--- config.mk ---
export PLATFORM = sky130hd
export DESIGN_NAME = wt_addr_engine
export DESIGN_NICKNAME = d
export VERILOG_FILES = /design/src/rtl/wt_pkg.sv /design/src/rtl/wt_regs.sv /design/src/rtl/wt_phase.sv /design/src/rtl/wt_addr_gen.sv /design/src/rtl/wt_addr_engine.sv
export SDC_FILE = /design/constraint.sdc
export NUM_CORES = 1
export LEC_CHECK = 0
export BUFFER_PORTS_ARGS = -buffer_cell sky130_fd_sc_hd__buf_2
export CORE_ASPECT_RATIO = 1.75
export CORE_MARGIN = 2
export CORE_UTILIZATION = 60
export DETAILED_ROUTE_END_ITERATION = 10
export PLACE_DENSITY = 0.82
export RECOVER_POWER = 50
export SYNTH_ARGS = -nofsm -noshare
export SYNTH_HDL_FRONTEND = slang
export SYNTH_SLANG_ARGS = --single-unit
--- constraint.sdc ---
create_clock -name clk -period 8.2 [get_ports clk]
set_input_delay 0.41 -clock clk [delete_from_list [all_inputs] [get_ports clk]]
set_output_delay 0.41 -clock clk [all_outputs]
set_load 0.02 [all_outputs]
--- src/rtl/wt_pkg.sv ---
// Shared definitions for the wavetable address engine.
// Assumes format bits: 0 enable, 1 signed, 2 stereo, 3 sixteen-bit.
package wt_pkg;
    localparam int FMT_W      = 4;
    localparam int FMT_ENA    = 0;
    localparam int FMT_SIGNED = 1;
    localparam int FMT_STEREO = 2;
    localparam int FMT_WIDE   = 3;

    typedef enum logic [2:0] {
        SEL_BASE = 3'd0,
        SEL_CUR  = 3'd1,
        SEL_END  = 3'd2,
        SEL_RATE = 3'd3,
        SEL_FMT  = 3'd4
    } cfg_sel_e;

    // Byte-size shift for a sample of the given width/channel bits.
    function automatic logic [1:0] size_shift(input logic wide, input logic stereo);
        return {1'b0, wide} + {1'b0, stereo};
    endfunction
endpackage

--- src/rtl/wt_regs.sv ---
// Configuration window: holds base, end offset, rate and format.
// A write to the current offset is passed on as a one-cycle request
// because the offset itself lives in the phase accumulator.
// Assumes a single-cycle write strobe; unknown selects are dropped.
module wt_regs #(
    parameter int BASE_W = 30,
    parameter int OFS_W  = 16,
    parameter int RATE_W = 16,
    parameter int DATA_W = 32
) (
    input  logic                    clk,
    input  logic                    rst_n,
    input  logic                    we,
    input  logic [2:0]              sel,
    input  logic [DATA_W-1:0]       wdata,
    output logic [BASE_W-1:0]       base,
    output logic [OFS_W-1:0]        end_ofs,
    output logic [RATE_W-1:0]       rate,
    output logic [wt_pkg::FMT_W-1:0] fmt,
    output logic                    cur_wr,
    output logic [OFS_W-1:0]        cur_wdata
);
    import wt_pkg::*;

    logic unused_wdata;
    assign unused_wdata = ^wdata;

    // Register the configuration fields on a matching write.
    always_ff @(posedge clk) begin
        if (!rst_n) begin
            base    <= '0;
            end_ofs <= '0;
            rate    <= '0;
            fmt     <= '0;
        end else if (we) begin
            case (cfg_sel_e'(sel))
                SEL_BASE: base    <= wdata[BASE_W-1:0];
                SEL_END:  end_ofs <= wdata[OFS_W-1:0];
                SEL_RATE: rate    <= wdata[RATE_W-1:0];
                SEL_FMT:  fmt     <= wdata[FMT_W-1:0];
                default:  ;
            endcase
        end
    end

    // Forward an offset write to the accumulator.
    always_comb begin
        cur_wr    = we && (cfg_sel_e'(sel) == SEL_CUR);
        cur_wdata = wdata[OFS_W-1:0];
    end
endmodule

--- src/rtl/wt_phase.sv ---
// Phase accumulator for one voice. It keeps the integer sample offset
// and a fractional part. On an enabled tick it adds the rate and
// restarts at zero past the end offset. It reports the buffer half and
// a registered event on a wrap or on entry to the upper half.
// Assumes RATE_W > FRAC_W.
module wt_phase #(
    parameter int OFS_W  = 16,
    parameter int RATE_W = 16,
    parameter int FRAC_W = 12
) (
    input  logic              clk,
    input  logic              rst_n,
    input  logic              start,
    input  logic              stop,
    input  logic              tick,
    input  logic              fmt_ena,
    input  logic [RATE_W-1:0] rate,
    input  logic [OFS_W-1:0]  end_ofs,
    input  logic              cur_wr,
    input  logic [OFS_W-1:0]  cur_wdata,
    output logic              running,
    output logic [OFS_W-1:0]  cur,
    output logic              half,
    output logic              adv_q,
    output logic              evt_q
);
    localparam int INT_W = RATE_W - FRAC_W;

    logic [FRAC_W-1:0] frac;
    logic [FRAC_W:0]   frac_sum;
    logic [INT_W:0]    step;
    logic [OFS_W:0]    ofs_sum;
    logic [OFS_W:0]    half_pt;
    logic              wrap;
    logic              half_nx;
    logic [OFS_W-1:0]  cur_nx;
    logic              adv;

    // Step size, candidate offset, wrap and half decisions.
    always_comb begin
        adv      = tick && running && fmt_ena;
        frac_sum = {1'b0, frac} + {1'b0, rate[FRAC_W-1:0]};
        step     = {1'b0, rate[RATE_W-1:FRAC_W]} + (INT_W+1)'(frac_sum[FRAC_W]);
        ofs_sum  = {1'b0, cur} + (OFS_W+1)'(step);
        wrap     = ofs_sum > {1'b0, end_ofs};
        cur_nx   = wrap ? '0 : ofs_sum[OFS_W-1:0];
        half_pt  = ({1'b0, end_ofs} + (OFS_W+1)'(1)) >> 1;
        half     = {1'b0, cur} >= half_pt;
        half_nx  = {1'b0, cur_nx} >= half_pt;
    end

    // Run state: stop has priority over start.
    always_ff @(posedge clk) begin
        if (!rst_n)      running <= 1'b0;
        else if (stop)   running <= 1'b0;
        else if (start)  running <= 1'b1;
    end

    // Fraction: cleared on start, otherwise advanced.
    always_ff @(posedge clk) begin
        if (!rst_n)      frac <= '0;
        else if (start)  frac <= '0;
        else if (adv)    frac <= frac_sum[FRAC_W-1:0];
    end

    // Integer offset: a software write wins over an advance.
    always_ff @(posedge clk) begin
        if (!rst_n)      cur <= '0;
        else if (cur_wr) cur <= cur_wdata;
        else if (adv)    cur <= cur_nx;
    end

    // Fetch strobe and wrap/half event strobe.
    always_ff @(posedge clk) begin
        if (!rst_n) begin
            adv_q <= 1'b0;
            evt_q <= 1'b0;
        end else begin
            adv_q <= adv;
            evt_q <= adv && (wrap || (!half && half_nx));
        end
    end
endmodule

--- src/rtl/wt_addr_gen.sv ---
// Byte address of the current sample: base plus the offset scaled by
// the sample size taken from the format bits. Purely combinational.
// Assumes ADDR_W covers BASE_W and the offset shifted by two.
module wt_addr_gen #(
    parameter int BASE_W = 30,
    parameter int OFS_W  = 16,
    parameter int ADDR_W = 32
) (
    input  logic [BASE_W-1:0] base,
    input  logic [OFS_W-1:0]  cur,
    input  logic              wide,
    input  logic              stereo,
    output logic [ADDR_W-1:0] addr
);
    import wt_pkg::*;

    logic [1:0] shamt;

    // Scale the offset and add the base.
    always_comb begin
        shamt = size_shift(wide, stereo);
        addr  = ADDR_W'(base) + (ADDR_W'(cur) << shamt);
    end
endmodule

--- src/rtl/wt_addr_engine.sv ---
// Top level of one voice's address engine: configuration window,
// phase accumulator and address generator.
// Assumes start/stop/tick are single-cycle pulses in the clk domain.
module wt_addr_engine #(
    parameter int BASE_W = 30,
    parameter int OFS_W  = 16,
    parameter int RATE_W = 16,
    parameter int FRAC_W = 12,
    parameter int ADDR_W = 32
) (
    input  logic              clk,
    input  logic              rst_n,
    input  logic              cfg_we,
    input  logic [2:0]        cfg_sel,
    input  logic [31:0]       cfg_wdata,
    input  logic              start,
    input  logic              stop,
    input  logic              tick,
    output logic              running,
    output logic [OFS_W-1:0]  cur_ofs,
    output logic              half_flag,
    output logic              fetch_valid,
    output logic [ADDR_W-1:0] fetch_addr,
    output logic              irq
);
    import wt_pkg::*;

    logic [BASE_W-1:0] base;
    logic [OFS_W-1:0]  end_ofs;
    logic [RATE_W-1:0] rate;
    logic [FMT_W-1:0]  fmt;
    logic              cur_wr;
    logic [OFS_W-1:0]  cur_wdata;
    logic              unused_signed;

    assign unused_signed = fmt[FMT_SIGNED];

    wt_regs #(.BASE_W(BASE_W), .OFS_W(OFS_W), .RATE_W(RATE_W), .DATA_W(32)) u_regs (
        .clk(clk), .rst_n(rst_n), .we(cfg_we), .sel(cfg_sel), .wdata(cfg_wdata),
        .base(base), .end_ofs(end_ofs), .rate(rate), .fmt(fmt),
        .cur_wr(cur_wr), .cur_wdata(cur_wdata)
    );

    wt_phase #(.OFS_W(OFS_W), .RATE_W(RATE_W), .FRAC_W(FRAC_W)) u_phase (
        .clk(clk), .rst_n(rst_n), .start(start), .stop(stop), .tick(tick),
        .fmt_ena(fmt[FMT_ENA]), .rate(rate), .end_ofs(end_ofs),
        .cur_wr(cur_wr), .cur_wdata(cur_wdata),
        .running(running), .cur(cur_ofs), .half(half_flag),
        .adv_q(fetch_valid), .evt_q(irq)
    );

    wt_addr_gen #(.BASE_W(BASE_W), .OFS_W(OFS_W), .ADDR_W(ADDR_W)) u_addr (
        .base(base), .cur(cur_ofs), .wide(fmt[FMT_WIDE]), .stereo(fmt[FMT_STEREO]),
        .addr(fetch_addr)
    );
endmodule

==> results of run 1 <==
## report_power, final
| group | leakage [nW] | switching (mW) | internal, mW | total, mW |
|---|---|---|---|---|
| Sequential | 0.776 | 0.0104 | 0.475 | 0.485 |
| Clock | 0.133 | 0.198 | 0.209 | 0.407 |
| Combinational | 2.55 | 0.0950 | 0.0639 | 0.159 |
| Total | 3.46 | 0.303 | 0.747 | 1.05 |
## stage by stage
stage	setup slack (ps)	instance area [um^2]
detailed placement	1220	7950
global placement	1320	7950
global route	604	8200
floorplan	2060	7460
CTS	1080	8230
finish	991	8200
## cell usage in the layout, fill, tap and decap left out, drive strengths merged, types with 18 or more instances in the layout
master and count:
a21boi 64, a21oi 53, a22o 30, and2 18
and3 20, buf 72, clkbuf 30, dfxtp 96
ha 84, inv 40, nand2 196, nor2 30
o21ai 31, xnor2 47
## cell type report
class                      instances  share of cell area [%]
sequential                        96                    23.4
clock buffer                       9                    2.75
clock inverter                     7                   0.671
multi-input combinational        752                    63.5
inverter                          37                    1.69
timing repair buffer              93                    5.45
tap                              165                    2.52
## routing by layer
| layer | track usage, % | up-vias | part of all wire [%] |
|---|---|---|---|
| li1 | - | 3384 | - |
| met1 | 27.8 | 3182 | 36 |
| met2 | 57.0 | 181 | 55 |
| met3 | 4.06 | 61 | 4.0 |
| met4 | 15.7 | 0 | 5.2 |
| met5 | 0 | - | 0 |
## worst paths after layout
kind / from / endpoint / slack (ps) / cells after the start
min: stop / u_phase.running / 210 / 2
max: u_regs.rate[0] / u_phase.evt_q / 990 / 30
max reg2reg: u_regs.rate[0] / u_phase.evt_q / 990 / 30
min reg2reg: u_phase.frac[5] / u_phase.frac[5] / 460 / 2
## state kept, by name, indices dropped and copies added, names as in the netlist
register         cells
u_phase.evt_q        1
u_phase.frac        12
u_regs.base         30
u_regs.rate         16
u_phase.adv_q        1
u_regs.end_ofs      16
u_regs.fmt           3
u_phase.running      1
u_phase.cur         16
## critical path: cells and delay by family, from the launching register on
family	cells	cell delay (ps)
AO/OA/AOI/OAI	17	3250
adder cells (fa/ha/maj)	6	1900
AND/OR/NAND/NOR	6	1300
flip-flops	1	340
XOR/XNOR	1	290
## kinds of logic (layout without fill, tap and decap cells)
group	Yosys count	in the layout	share of synthesized area, %
AND/OR/NAND/NOR	341	341	21.2
AO/OA/AOI/OAI	236	236	22.0
flip-flops	96	96	25.8
adder cells (fa/ha/maj)	88	88	15.2
buffers and inverters	85	146	4.46
XOR/XNOR	62	62	7.28
multiplexers	24	24	4.09
other	1	1	0.0503
==> summary.md, run 1 <==
| Metric | Value |
|---|---|
| Result of the run | `finished, violations left` |
| Failing checks | `max-capacitance violations, max-slew violations` |
| H-tree depth | `3` |
| Total half-perimeter wirelength after legalization and detailed placement | `between 10000 and 15000 um` |
| Share of final-layout standard cells stronger than drive strength 1 | `11.6%` |
| Main flop type after synthesis | `dfxtp_1` |
| Setup repair after global routing missed its margin | `no` |
| Placer Congestion | `0.958` |
| Number of library cell types mapped by synthesis | `60` |
| F_max | `139 MHz` |
| Share of the core filled with cells | `67.9%` |
| CP Class | `register to register` |
| Flops & latches, synth | `between 90 and 100` |
| Antenna Nets Post-Route | `0` |
| CTS Buffer Depth | `2` |
| Max FO, Critical Path | `4` |
| Post-Route WL | `between 15000 and 20000 um` |
| Critical Path Source Type | `register` |
| Setup-failing EPs final | `0` |
| Summed instance area of the synthesized netlist | `roughly 0.0075 mm^2` |
| Number of enable flip-flop cells after synthesis | `0` |
| Final number of max-transition violations | `85` |
| Multi-input combinational cell area | `0.00521 mm^2` |
| CTS clock-pin slew for the worst setup and hold paths | `70 ps` |
| Pin count of the biggest net entering global routing | `85` |
| Number of global-route vias before repair | `around 6700` |
| Layout net count | `1118` |
| Floorplan die area | `0.0134 mm^2` |
| Resized Gates After CTS | `0` |
| Clock tree from TritonCTS | `done` |
| Filler Cell Count | `1069` |
| Power Dens Cells | `128 mW/mm^2` |
| Aggregate global routing overflow | `0` |
| Count of input and output buffers | `89` |
| Required time of the critical path | `8410 ps` |
| Most common cell in the synthesized netlist | `nand2_1` |
| Post-CTS Setup Bufs | `0` |
| Async S/R FF share, synth | `0%` |
| Total count of hold-check failures in the final report | `0` |
| Worst VDD drop | `0.128 mV` |
| Number of antenna violations at the first check in global routing | `0` |
| Overall die height | `152 um` |
| Critical-path top delay cell | `or3_4` |
| Die extent in x | `88.3 um` |
| Mean area per synthesized cell | `8.00 um^2` |
| First-pass GRT wire length | `30400 um` |
| Max Cap Viol | `1` |
| Category of the worst setup path capture point | `register` |
| Synth area leader | `dfxtp_1` |
| Proportion of synthesized chip area in sequential cells | `25.8%` |
| Hold Slack | `208 ps` |
| Total global routing track utilization | `29.0%` |
| Final cell count without fillers | `1159` |
| Net count of the mapped netlist | `1062` |
| Clk sink count | `96` |
| Maximum cell stage delay along the critical path | `between 400 and 500 ps` |
| Leak Pwr | `3.46 nW` |
| Final antenna diode count | `0` |
| DRT iter0 DRCs | `404` |
| Most used cell, CP | `a21oi_1` |
| Top-Level Pins | `93` |
| Vias/cell | `5.87` |
| Cts-stage hold buffer count | `0` |
| Actual transition at the worst max-transition pin | `3360 ps` |
| Most instantiated cells after synthesis | `196 x nand2_1, 96 x dfxtp_1, 84 x ha_1, 63 x a21boi_0, 53 x a21oi_1` |
| Dpl cells | `1143` |
| Core Rows | `53` |
| Tmin final | `7210 ps` |
| Data arrival, critical path | `7420 ps` |
| Clock Skew | `9.36 ps` |
| Effective utilization at floorplan | `61.8%` |
| Sequential standard cell area | `between 0.0015 and 0.002 mm^2` |
| Routed wirelength normalized by instance count | `16.4 um` |
| TritonCTS Buffers | `9` |
| Area contributors post-synth | `dfxtp_1 26%, ha_1 14%, nand2_1 9.9%` |
| Core Region | `0.0121 mm^2` |
| Top-area cell type share of the netlist area | `25.8%` |
| Root Buffer | `clkbuf_16` |
| Hold Path Class | `input port to register` |
| Number of standard cells after synthesis | `933` |
| Routed via count | `6808` |
| Area Growth Syn to Fin | `9.91%` |
| Warnings from Yosys | `0` |
| Final period util | `87.9%` |
| Final total negative setup slack | `0 ps` |
| Number of search-and-repair iterations in the first detailed-routing pass | `6` |
| Latest clock arrival within the worst-skew pair | `360 ps` |
| Residual DRC | `0` |
| Rel. slew slack | `-124%` |
| Overall power after layout | `roughly 1.1 mW` |
Note: power is estimated with default switching activity, not from simulation.
==> run 2, diff against run 1 <==
--- a/config.mk
+++ b/config.mk
@@ -6,11 +6,14 @@
 export NUM_CORES = 1
 export LEC_CHECK = 0
 export BUFFER_PORTS_ARGS = -buffer_cell sky130_fd_sc_hd__buf_2
+export CELL_PAD_IN_SITES_DETAIL_PLACEMENT = 0
+export CELL_PAD_IN_SITES_GLOBAL_PLACEMENT = 1
 export CORE_ASPECT_RATIO = 1.75
 export CORE_MARGIN = 2
-export CORE_UTILIZATION = 60
+export CORE_UTILIZATION = 44
+export CTS_CLUSTER_DIAMETER = 80
 export DETAILED_ROUTE_END_ITERATION = 10
-export PLACE_DENSITY = 0.82
+export PLACE_DENSITY_LB_ADDON = 0.1
 export RECOVER_POWER = 50
 export SYNTH_ARGS = -nofsm -noshare
 export SYNTH_HDL_FRONTEND = slang
==> run 2 against run 1 <==
  * The flow still finishes with violations (max-capacitance violations, max-slew violations)
  * Via count fell by 0.85%
  * Worst setup slack improved by 420 ps
  * First-iteration DRC count fell by 44%
  * Cell count up 5.6%
  * Sequential power hardly changed
  * Design area up 1.7%
  * Non-clock buffer count is 3 higher
  * Worst hold slack worse by 3.2 ps
  * Clock power up 13%
  * Critical path type unchanged
  * Global-route usage shrank 3.5 points
  * Clock skew rose by 1.1 ps
==> summary.md, run 2 (synthesis results as in run 1) <==
| Metric | Value |
|---|---|
| Top library cells by usage in the layout, fill and taps aside | `196 x nand2_1, 96 x dfxtp_1, 84 x ha_1, 69 x buf_2, 63 x a21boi_0` |
| Root Buffer | `clkbuf_16` |
| Final cell count without fillers | `1224` |
| Worst hold path endpoint | `u_phase.running` |
| DRT iter0 DRCs | `226` |
| Total global routing track utilization | `about a quarter` |
| Number of antenna violations at the first check in global routing | `0` |
| TritonCTS Buffers | `9` |
| Max Cap Viol | `1` |
| Resized Gates After CTS | `0` |
| Floorplan die area | `about 0.018 mm^2` |
| Required time of the critical path | `between 8000 and 9000 ps` |
| Aggregate global routing overflow | `0` |
| Die extent in x | `between 100 and 150 um` |
| Result of the run | `finished, violations left` |
| Worst R2R Start | `u_regs.rate[0]` |
| Data arrival, critical path | `7010 ps` |
| Global-route track usage on met2 | `around half` |
| H-tree depth | `3` |
| Failing checks | `max-capacitance violations, max-slew violations` |
| Most used cell, CP | `a21oi_1` |
| CTS Buffer Depth | `2` |
| Worst reg2reg endpoint | `u_phase.evt_q` |
| Setup repair after global routing missed its margin | `no` |
| Latest clock arrival within the worst-skew pair | `360 ps` |
| Final antenna diode count | `0` |
| Area Growth Syn to Fin | `11.8%` |
| Category of the worst setup path capture point | `register` |
| Met1 GRT Util | `28.4%` |
| Clock Skew | `10.5 ps` |
| Actual transition at the worst max-transition pin | `3400 ps` |
| Number of flip-flops in the largest register | `30` |
| Critical Path Source Type | `register` |
| Final period util | `between 80% and 90%` |
| Effective utilization at floorplan | `about 44%` |
| Post-CTS Setup Bufs | `0` |
| Core Rows | `63` |
| Clk sink count | `96` |
| Power Dens Cells | `approximately 130 mW/mm^2` |
| Highest-utilization routing layer at the global route stage | `met2` |
| HP Start | `stop` |
| Share of final-layout standard cells stronger than drive strength 1 | `a little under an eighth` |
| Clock tree from TritonCTS | `done` |
| Critical-path top delay cell | `fa_1` |
| Total half-perimeter wirelength after legalization and detailed placement | `17400 um` |
| CTS clock-pin slew for the worst setup and hold paths | `80 ps` |
| Final number of max-transition violations | `84` |
| Cts-stage hold buffer count | `0` |
| Overall die height | `176 um` |
| Number of search-and-repair iterations in the first detailed-routing pass | `4` |
| Core Region | `0.0168 mm^2` |
| Setup-failing EPs final | `0` |
| Max FO, Critical Path | `15` |
| Routed wirelength normalized by instance count | `18.2 um` |
| Depth of the most critical reg-to-reg path | `30` |
| Number of global-route vias before repair | `slightly below 7000` |
| Placer Congestion | `0.913` |
| Commonest non-fill, non-tap cell in the layout | `nand2_1` |
| Post-Route WL | `22300 um` |
| Leak Pwr | `3.50 nW` |
| CP Class | `register to register` |
| R2R Setup Slk | `~1400 ps` |
| Maximum cell stage delay along the critical path | `420 ps` |
| Antenna Nets Post-Route | `0` |
| Layout net count | `1121` |
| Register name with the most flops | `u_regs.base` |
| Dpl cells | `between 1000 and 1500` |
| Count of input and output buffers | `89` |
| Cells on Worst Hold Path | `2` |
| Total count of hold-check failures in the final report | `0` |
| Residual DRC | `0` |
| Top-Level Pins | `93` |
| First-pass GRT wire length | `about 35000 um` |
| Tmin final | `6790 ps` |
| Pin count of the biggest net entering global routing | `84` |
| Routed via count | `6750` |
| Rel. slew slack | `-127%` |
| Hold Slack | `between 200 and 250 ps` |
| Vias/cell | `around 5.5` |
| Grt met3 use | `between 2 and 2.5%` |
| F_max | `~150 MHz` |
| Final total negative setup slack | `0 ps` |
| Hold Path Class | `input port to register` |
| Worst VDD drop | `0.119 mV` |
run 2: cell types whose count changed in the layout (fill, tap and decap cells not counted), sizes merged:
cell and change:
buf +3, clkinvlp -2, inv +2, bufinv +1, clkinv -1
run 2: report_power, final:
| group | total, mW | leakage, nW | internal (mW) | switching, mW |
|---|---|---|---|---|
| Sequential | 0.486 | 0.776 | 0.474 | 0.0116 |
| Combinational | 0.159 | 2.57 | 0.0643 | 0.0947 |
| Clock | 0.460 | 0.158 | 0.247 | 0.213 |
| Total | 1.10 | 3.50 | 0.786 | 0.319 |
run 2: area by class of cell:
type / count / area [um^2]
Clock buffer: 9 / 225
Clock inverter: 7 / 92.6
Fill cell: 1758 / 8450
Inverter: 37 / 139
Multi-Input combinational cell: 752 / 5210
Sequential cell: 96 / 1920
Tap cell: 227 / 284
Timing Repair Buffer: 96 / 469
run 2: layer usage:
metal	part of all wire (%)	vias up
li1	-	3391
met1	39	3182
met2	55	141
met3	3.1	36
met4	3.6	0
met5	0	-
run 2: worst max-delay path by stage:
| stage | slack [ps] | endpoint | start | depth (start not counted) |
|---|---|---|---|---|
| final | 1410 | u_phase.evt_q | u_regs.rate[0] | 30 |
| after global routing | 920 | u_phase.evt_q | u_regs.rate[0] | 29 |
| after CTS | 1370 | u_phase.evt_q | u_regs.rate[0] | 30 |
| after detailed placement | 1430 | u_phase.evt_q | u_regs.rate[0] | 30 |
| after global placement | 1430 | u_phase.evt_q | u_regs.rate[0] | 30 |
| after floorplan | 2060 | u_phase.evt_q | u_regs.rate[0] | 31 |
run 2: worst max-delay path: cells and delay by family, from the launching register on:
| kind | cells | cell delay [ps] |
|---|---|---|
| simple gates | 6 | 1030 |
| xor+xnor | 1 | 250 |
| buf+inv | 1 | 220 |
| compound gates | 16 | 2990 |
| fa+ha+maj | 6 | 1800 |
| flops | 1 | 340 |
run 2: through the flow:
stage | utilization, % | setup WS [ps] | cell area (um^2) | power, mW
6_report | 49.7 | 1410 | 8340 | 1.10
3_3_place_gp | 47.9 | 1430 | 8050 | 0.656
4_1_cts | 49.8 | 1370 | 8370 | 1.12
5_1_grt | 49.7 | 918 | 8340 | 1.15
3_5_place_dp | 47.9 | 1430 | 8050 | 0.656
2_1_floorplan | - | 2060 | 7460 | 0.598
